$ cat src/rtl/tot_pkg.sv
package tot_pkg;
  typedef enum logic [1:0] {MAP_OFF, MAP_GATE, MAP_INC, MAP_DEC} mapMode_e;
  typedef enum logic [1:0] {RD_LOW, RD_PAIR, RD_HIGH, RD_LOW_ALT} readMode_e;
  typedef enum logic [1:0] {OS_NONE, OS_LOW, OS_HIGH, OS_PAIR_LO} outSel_e;

  // Strobes from control to datapath, valid for one cycle.
  typedef struct packed {
    logic       clr;
    logic [1:0] upCnt;
    logic       dn;
    logic       snap;
    outSel_e    outSel;
  } tot_strobe_t;
endpackage

$ cat src/rtl/tot_ctrl.sv
module tot_ctrl
  import tot_pkg::*;
#(
  parameter int SRC_N = 16,
  localparam int SEL_W = $clog2(SRC_N)
) (
  input  logic             clk,
  input  logic             rstN,
  input  logic             countIn,
  input  logic [SRC_N-1:0] srcBank,
  input  logic [SEL_W-1:0] mapSel,
  input  logic             scanStart,
  input  logic             firstScan,
  input  logic [1:0]       mapMode,
  input  logic             latchOnMap,
  input  logic [1:0]       readMode,
  output tot_strobe_t      strb
);
  typedef enum logic [1:0] {PH_IDLE, PH_FIRST, PH_HIGH} phase_e;

  phase_e    phase, phaseNext;
  logic      countInQ, selQ;
  logic      selBit, mainEdge, mapEdge, mainOk, latchEv, pairLowSlot;
  mapMode_e  mm;
  readMode_e rm;

  assign selBit   = srcBank[mapSel];
  assign mainEdge = countIn & ~countInQ;
  assign mapEdge  = selBit & ~selQ;

  always_ff @(posedge clk or negedge rstN) begin
    if (!rstN) begin
      countInQ <= 1'b0;
      selQ     <= 1'b0;
      phase    <= PH_IDLE;
    end else begin
      countInQ <= countIn;
      selQ     <= selBit;
      phase    <= phaseNext;
    end
  end

  always_comb begin
    mm          = mapMode_e'(mapMode);
    rm          = readMode_e'(readMode);
    mainOk      = mainEdge & ((mm != MAP_GATE) | selBit);
    latchEv     = latchOnMap ? mapEdge : scanStart;
    pairLowSlot = (phase == PH_FIRST) && (rm == RD_PAIR);

    strb.clr    = scanStart & firstScan;
    strb.upCnt  = {1'b0, mainOk} + {1'b0, (mm == MAP_INC) & mapEdge};
    strb.dn     = (mm == MAP_DEC) & mapEdge;
    strb.snap   = latchEv & ~pairLowSlot;

    unique case (phase)
      PH_FIRST: begin
        if (rm == RD_PAIR)      strb.outSel = OS_PAIR_LO;
        else if (rm == RD_HIGH) strb.outSel = OS_HIGH;
        else                    strb.outSel = OS_LOW;
      end
      PH_HIGH: strb.outSel = OS_HIGH;
      default: strb.outSel = OS_NONE;
    endcase

    if (pairLowSlot)    phaseNext = PH_HIGH;
    else if (strb.snap) phaseNext = PH_FIRST;
    else                phaseNext = PH_IDLE;
  end

  // Second slot of a pair always carries the high word.
  p_pair_high_slot_r10: assert property (@(posedge clk) disable iff (!rstN)
    (phase == PH_FIRST && rm == RD_PAIR) |=> strb.outSel == OS_HIGH);

  // Gate mode with the source low lets nothing into the count.
  p_gate_closed_r6: assert property (@(posedge clk) disable iff (!rstN)
    (mm == MAP_GATE && !selBit) |-> strb.upCnt == 2'd0);
endmodule

$ cat src/rtl/tot_dp.sv
module tot_dp
  import tot_pkg::*;
#(
  parameter int WORD_W = 16,
  localparam int CNT_W = 2 * WORD_W
) (
  input  logic              clk,
  input  logic              rstN,
  input  tot_strobe_t       strb,
  output logic [CNT_W-1:0]  countQ,
  output logic [WORD_W-1:0] wordOut,
  output logic              wordValid
);
  logic [CNT_W-1:0] snapQ;

  always_ff @(posedge clk or negedge rstN) begin
    if (!rstN) begin
      countQ <= '0;
      snapQ  <= '0;
    end else begin
      if (strb.clr) countQ <= '0;
      else          countQ <= countQ + CNT_W'(strb.upCnt) - CNT_W'(strb.dn);
      if (strb.snap) snapQ <= strb.clr ? '0 : countQ;
    end
  end

  always_comb begin
    wordValid = (strb.outSel != OS_NONE);
    if (strb.outSel == OS_HIGH) wordOut = snapQ[CNT_W-1:WORD_W];
    else                        wordOut = snapQ[WORD_W-1:0];
  end

  // Without a decrement the total moves up by at most two.
  p_up_only_r1: assert property (@(posedge clk) disable iff (!rstN)
    (!strb.clr && !strb.dn) |=> (countQ - $past(countQ)) <= CNT_W'(2));

  // Snapshot must not change between the two words of a pair.
  p_pair_snap_hold_r10: assert property (@(posedge clk) disable iff (!rstN)
    (strb.outSel == OS_PAIR_LO) |=> $stable(snapQ));
endmodule

$ cat src/rtl/tot_top.sv
module tot_top
  import tot_pkg::*;
#(
  parameter int WORD_W = 16,
  parameter int SRC_N  = 16,
  localparam int CNT_W = 2 * WORD_W,
  localparam int SEL_W = $clog2(SRC_N)
) (
  input  logic              clk,
  input  logic              rstN,
  input  logic              countIn,
  input  logic [SRC_N-1:0]  srcBank,
  input  logic [SEL_W-1:0]  mapSel,
  input  logic              scanStart,
  input  logic              firstScan,
  input  logic [1:0]        mapMode,
  input  logic              latchOnMap,
  input  logic [1:0]        readMode,
  output logic [WORD_W-1:0] wordOut,
  output logic              wordValid
);
  tot_strobe_t      strb;
  logic [CNT_W-1:0] cntQ;

  tot_ctrl #(.SRC_N(SRC_N)) ctrl_i (
    .clk(clk), .rstN(rstN), .countIn(countIn), .srcBank(srcBank),
    .mapSel(mapSel), .scanStart(scanStart), .firstScan(firstScan),
    .mapMode(mapMode), .latchOnMap(latchOnMap), .readMode(readMode),
    .strb(strb)
  );

  tot_dp #(.WORD_W(WORD_W)) dp_i (
    .clk(clk), .rstN(rstN), .strb(strb), .countQ(cntQ),
    .wordOut(wordOut), .wordValid(wordValid)
  );

  p_first_clear_r2: assert property (@(posedge clk) disable iff (!rstN)
    (scanStart && firstScan) |=> cntQ == '0);

  p_scan_latch_valid_r3: assert property (@(posedge clk) disable iff (!rstN)
    (scanStart && !latchOnMap) |=> wordValid);
endmodule

$ cat config.mk
export PLATFORM = sky130hd
export DESIGN_NAME = tot_top
export DESIGN_NICKNAME = d
export VERILOG_FILES = /design/src/rtl/tot_pkg.sv /design/src/rtl/tot_ctrl.sv /design/src/rtl/tot_dp.sv /design/src/rtl/tot_top.sv
export SDC_FILE = /design/constraint.sdc
export NUM_CORES = 1
export LEC_CHECK = 0
export CORE_ASPECT_RATIO = 1.1
export CORE_MARGIN = 4
export CORE_UTILIZATION = 58
export CTS_CLUSTER_DIAMETER = 200
export DETAILED_ROUTE_END_ITERATION = 6
export GPL_TIMING_DRIVEN = 0
export PLACE_DENSITY_LB_ADDON = 0.1
export SYNTH_ARGS = -nofsm -noshare
export SYNTH_HDL_FRONTEND = slang
export SYNTH_SLANG_ARGS = --single-unit
$ cat constraint.sdc
create_clock -name clk -period 4.12 [get_ports clk]
set_clock_uncertainty 0.1 [all_clocks]
set_input_delay 0.824 -clock clk [delete_from_list [all_inputs] [get_ports clk]]
set_output_delay 0.824 -clock clk [all_outputs]
set_load 0.05 [all_outputs]
# Yosys cells after proc, flatten, opt, wreduce, memory -nomap -nowiden
# Cells that the tools add are included.
[totals]
register_bits = 68
out_inout_bits = 17
in_bits = 30
[op_classes]
addsub = 3
bitwise_logic = 11
n_reduce_logical = 2
order_cmp = 1
eq_ne = 8
n_mux = 11
[ops]
columns = ["op", "count"]
rows = [
  ["2-to-1 mux 32 bit", 2],
  ["adder 32 x 2 -> 32 bit", 1],
  ["subtractor 32 x 1 -> 32 bit", 1],
  ["2-to-1 mux 16 bit", 1],
  ["equality test 2 bit, second input constant", 5],
  ["bitwise AND 1 bit", 7],
  ["2-to-1 mux 2 bit", 3],
  ["less-than comparator 4 x 5 -> 1 bit, second input constant", 1],
  ["binary-select mux 1 bit (select 4 bit)", 1],
  ["equality test 2 x 1 -> 1 bit, second input constant", 2],
  ["one-hot mux 2 bit (2 select lines)", 1],
  ["2-to-1 mux 1 bit", 3],
  ["inverter 1 bit", 3],
  ["adder 1 x 1 -> 2 bit", 1],
  ["!= test 2 x 1 -> 1 bit, second input constant", 1],
  ["nonzero test 2 bit", 1],
  ["logical AND 1 bit", 1],
  ["bitwise OR 1 bit", 1],
]

# Longest topological paths before layout
[depth]
ltp_word = 8
ltp_mapped = 17

# Modules after synthesis
# Synthesis repeated with hierarchy kept, for this count alone.
[unflattened]
hier_cells = 563
area_unflattened_um2 = 4809.6
[modules_own_cells]
columns = ["module", "instances", "seq_area_each_um2", "area_each_um2", "cells_per_inst"]
rows = [
  ["tot_dp", 1, 1601.5, 4394.2, 527],
  ["tot_ctrl", 1, 100.1, 415.4, 36],
]

# Worst setup path before layout
# Ideal clock, no wire load.
[synth_timing]
kind = "input port to flip-flop"
start = "input mapSel[0]"
end = "register dp_i.countQ[28]"
n_path_buf = 0
setup_ns = 0.069
stages = 15
t_arrival_ns = 4.399
slack_ns = -0.449
cell_sequence = "mux4_1 -> mux4_2 -> o311ai_0 -> ha_1 -> inv_1 -> fa_1 -> inv_1 -> fa_1 -> nor2b_1 -> o21ai_0 -> a21oi_1 -> o2111a_1 -> o211ai_1 -> a2111o_1 -> nand3_1"
[synth_between]
elab_chain_cells = 8
word_cells_on_any_way = 11
[synth_lines]
columns = ["item", "line", "text"]
rows = [
  ["start: declaration", "tot_top.sv:13", "input logic [SEL_W-1:0] mapSel,"],
  ["binary-select mux 1 bit (select 4 bit) (*)", "tot_ctrl.sv:27", "assign selBit = srcBank[mapSel];"],
  ["2-to-1 mux 1 bit (not written as such) (*)", "tot_ctrl.sv:27", ""],
  ["via ctrl_i.selBit", "tot_ctrl.sv:23", "logic selBit, mainEdge, mapEdge, mainOk, latchEv, pairLowSlot;"],
  ["bitwise OR 1 bit or bitwise AND 1 bit (tied branches)", "tot_ctrl.sv:46, tot_ctrl.sv:29", ""],
  ["bitwise AND 1 bit, on equally long branches", "tot_ctrl.sv:46, tot_ctrl.sv:51", ""],
  ["adder 1 x 1 -> 2 bit", "tot_ctrl.sv:51", "strb.upCnt = {1'b0, mainOk} + {1'b0, (mm == MAP_INC) & mapEdge};"],
  ["adder 32 x 2 -> 32 bit", "tot_dp.sv:22", "else countQ <= countQ + CNT_W'(strb.upCnt) - CNT_W'(strb.dn);"],
  ["subtractor 32 x 1 -> 32 bit (*)", "tot_dp.sv:22", ""],
  ["2-to-1 mux 32 bit (*)", "tot_dp.sv:21", "if (strb.clr) countQ <= '0;"],
  ["end signal: assignment", "tot_dp.sv:22", ""],
  ["end: declaration", "tot_dp.sv:10", "output logic [CNT_W-1:0] countQ,"],
]
# Mark *: on every way through the listed nets, which the timed path passes. The rest lies on a longest branch. The select of a mux whose other input is x is not followed.
# A chain may end at the register's enable or synchronous reset.

# Worst setup path after layout
# Ends and elaborated chain as after synthesis.

==> impl_metrics.py <==
metrics = {
    "outcome": {
        "status": "complete, but fails checks",
        "violations": "setup timing",
    },
    "global_route": {
        "grt-ovfl-total": 0,
        "grt_pass1_wl_mm": 19.2,
        "antenna_found_initial": 0,
        "track_usage": 0.263,
        "grt_max_degree": 69,
        "grt_pass1_vias": 4014,
    },
    "cts": {
        "cts_hold_buf": 0,
        "cts_tree": "yes",
        "clock_path_buffers": 2,
        "cts_made_buffers": 9,
        "clk_pin_slew_ns": 0.08,
        "clkLatencyLatePin_ns": 0.37,
        "numClockSinks": 68,
        "root_buffer": "clkbuf_8",
        "cts.htree.levels": 3,
    },
    "place": {
        "place_ws_ns": -1.35,
        "place.port_buffers": 46,
        "place.gp.congestion": 0.936,
        "placed_area_sq_mm": 0.00517,
        "dp_hpwl_mm": 8.57,
    },
    "final_layout": {
        "postLayoutCellArea_sq_mm": 0.00565,
        "area_growth_pct": 24.0,
        "layout-drive-gt1-share": 0.254,
        "n_antenna_cell": 0,
        "final_nets": 620,
        "fillers": 534,
    },
    "worst_setup_path": {
        "cp-startpoint": "mapSel[0]",
        "cp_top_family": "compound AO/OA/AOI/OAI gates",
        "cpMaxStageDelayCell": "mux4_2",
        "critPathMaxStageDelay_ns": 0.51,
        "startpoint_type": "input port",
        "ff2ff_setup_slack_ns": 0.79,
        "crit_arrival_ns": 4.59,
        "required_ns": 4.33,
        "path_max_fanout": 4,
        "crit_chain": "buf_8 > mux4_2 > mux4_2 > o311ai_2 > ha_1 > inv_2 > fa_2 > inv_2 > fa_2 > nor2b_4 > o21ai_2 > a21oi_2 > o2111a_2 > o211ai_1 > a2111o_1 > nand3_2",
        "critPathKind": "input port to register",
        "reg2reg_depth": 16,
        "r2r_start": "ctrl_i.selQ",
        "endpoint_kind": "register",
        "crit_buf_inv": 3,
        "r2r-end": "dp_i.countQ[28]",
    },
    "job": {
        "cap_violations": 0,
    },
    "logic_synthesis": {
        "syn_area_per_cell_sq_um": 9.58,
        "synth_cell_types": 57,
        "synth_seq_cells": 68,
        "yosysWarnings": 0,
        "yosysTopAreaCellShare": 0.373,
        "seq_area_frac_synth": 0.373,
        "synthesis.area_sq_mm": 0.00456,
        "synthTopCellsByArea": "dfrtp_1 (37%), ha_1 (9.6%), a22o_1 (6.0%), inv_1 (4.2%), mux2_2 (4.0%)",
        "synth_most_common_cell": "dfrtp_1",
        "synthFlopType": "dfrtp_1",
        "synth-edff-count": 0,
        "synth.top_cells.by_count": "dfrtp_1 (68), inv_1 (51), ha_1 (35), nand2_1 (32), a22o_1 (31)",
        "yosysTopAreaCell": "dfrtp_1",
        "synthCells": 476,
        "async_flop_share": 1.00,
        "synth_fp_nets": 543,
    },
    "route": {
        "ant_nets": 0,
        "drt_iter0_drc": 169,
        "viasPerCell": 5.98,
        "routed_wl_mm": 12.0,
        "dr.pass1.iters": 7,
        "drc": 0,
        "wl_per_cell_um": 18.1,
        "vias": 3968,
    },
    "sta": {
        "maxSlewHeadroom": 0.431,
        "timing.fmax_mhz": 228,
        "worstMarginPinSlew_ns": 0.853,
        "fin_tns_setup_ns": -2.28,
        "report.final.slew_viol_count": 0,
        "layout_min_cycle_time_ns": 4.38,
        "hold_slack_ns": 0.389,
        "rsz0062_at_grt": "true",
        "fin_ws_ns": -0.259,
        "setup_viol": 19,
        "final.period_utilization": 1.06,
        "finalHoldViolCount": 0,
    },
    "die": {
        "die-area_sq_mm": 0.00935,
        "core_sq_mm": 0.00756,
        "rows": 33,
        "fp.dieW_um": 92.5,
        "ios": 47,
        "start_util": 0.603,
        "die_height_um": 101,
    },
    "worst_hold_path": {
        "min-delay-start": "dp_i.snapQ[0]",
        "whs_endpoint": "dp_i.snapQ[0]",
        "min_delay_path_depth": 2,
        "hold_path_class": "register to register",
    },
}
[stage by stage]
step                std cells   util
finish                    663  0.748
global route              663  0.748
CTS                       654  0.728
detailed placement        627  0.684
global placement          627  0.685
floorplan                 476      -
[layout by cell type, fill, tap and decap left out, drive strengths merged, types with 7 or more instances in the layout]
cell type,count
nand2,32
nor2,26
dfrtp,68
o21ai,21
a211oi,7
mux2,16
clkdlybuf4s50,11
nand3,11
xnor2,10
nor3,16
buf,46
a21o,12
clkbuf,27
ha,35
inv,52
a21oi,27
o21a,8
a22o,31
[flip-flops by register name, indices dropped and copies added (netlist names)]
register and cells:
dp_i.countQ 32, ctrl_i.phase 2, dp_i.snapQ 32, ctrl_i.selQ 1
ctrl_i.countInQ 1
[worst max-delay path by stage]
stage                                  to  slack (ns)  cells past startpoint
final                     dp_i.countQ[28]       -0.26                     16
after global routing      dp_i.countQ[22]       -0.41                     18
after CTS                 dp_i.countQ[28]       -0.26                     16
after detailed placement      wordOut[14]       -1.35                      8
after global placement        wordOut[14]       -1.26                      8
after floorplan           dp_i.countQ[28]       -0.22                     17
[worst min-delay path, cell delays in order, from the launching register on]
cell     delay (ns)
dfrtp_1        0.34
nand2_1        0.04
o21ai_0        0.06
[kinds of logic after synthesis]
kind of cell | Yosys count | synth area share
mux | 26 | 0.0760
fa+ha+maj | 37 | 0.105
buf+inv | 67 | 0.0623
simple gates | 121 | 0.130
xor+xnor | 15 | 0.0288
flops | 68 | 0.373
compound gates | 142 | 0.225
[final cells by class]
cell class / count / area, sq um / share of cell area
Multi-Input combinational cell: 341 / 2840 / 0.503
Timing Repair Buffer: 66 / 488 / 0.0863
Clock buffer: 9 / 124 / 0.0219
Tap cell: 105 / 131 / 0.0232
Clock inverter: 7 / 75.1 / 0.0133
Inverter: 51 / 191 / 0.0339
Sequential cell: 68 / 1700 / 0.301
Buffer: 16 / 96.3 / 0.0170
[metal layers]
layer,GRT usage,share of wire,up-vias
li1,-,-,1892
met1,0.330,0.41,1904
met2,0.450,0.49,139
met3,0.0538,0.066,33
met4,0.0971,0.027,0
met5,0,0,-
[timing repair]
| action | in CTS | in global routing |
|---|---|---|
| resized for setup | 102 | 50 |
| setup endpoints to repair | 43 | 33 |
| pin swaps | 14 | 30 |
| setup buffers | 11 | 9 |
Power is left out: the tool's default activity adds up to more than one toggle a clock period on the data nets, which glitch-free logic cannot reach.
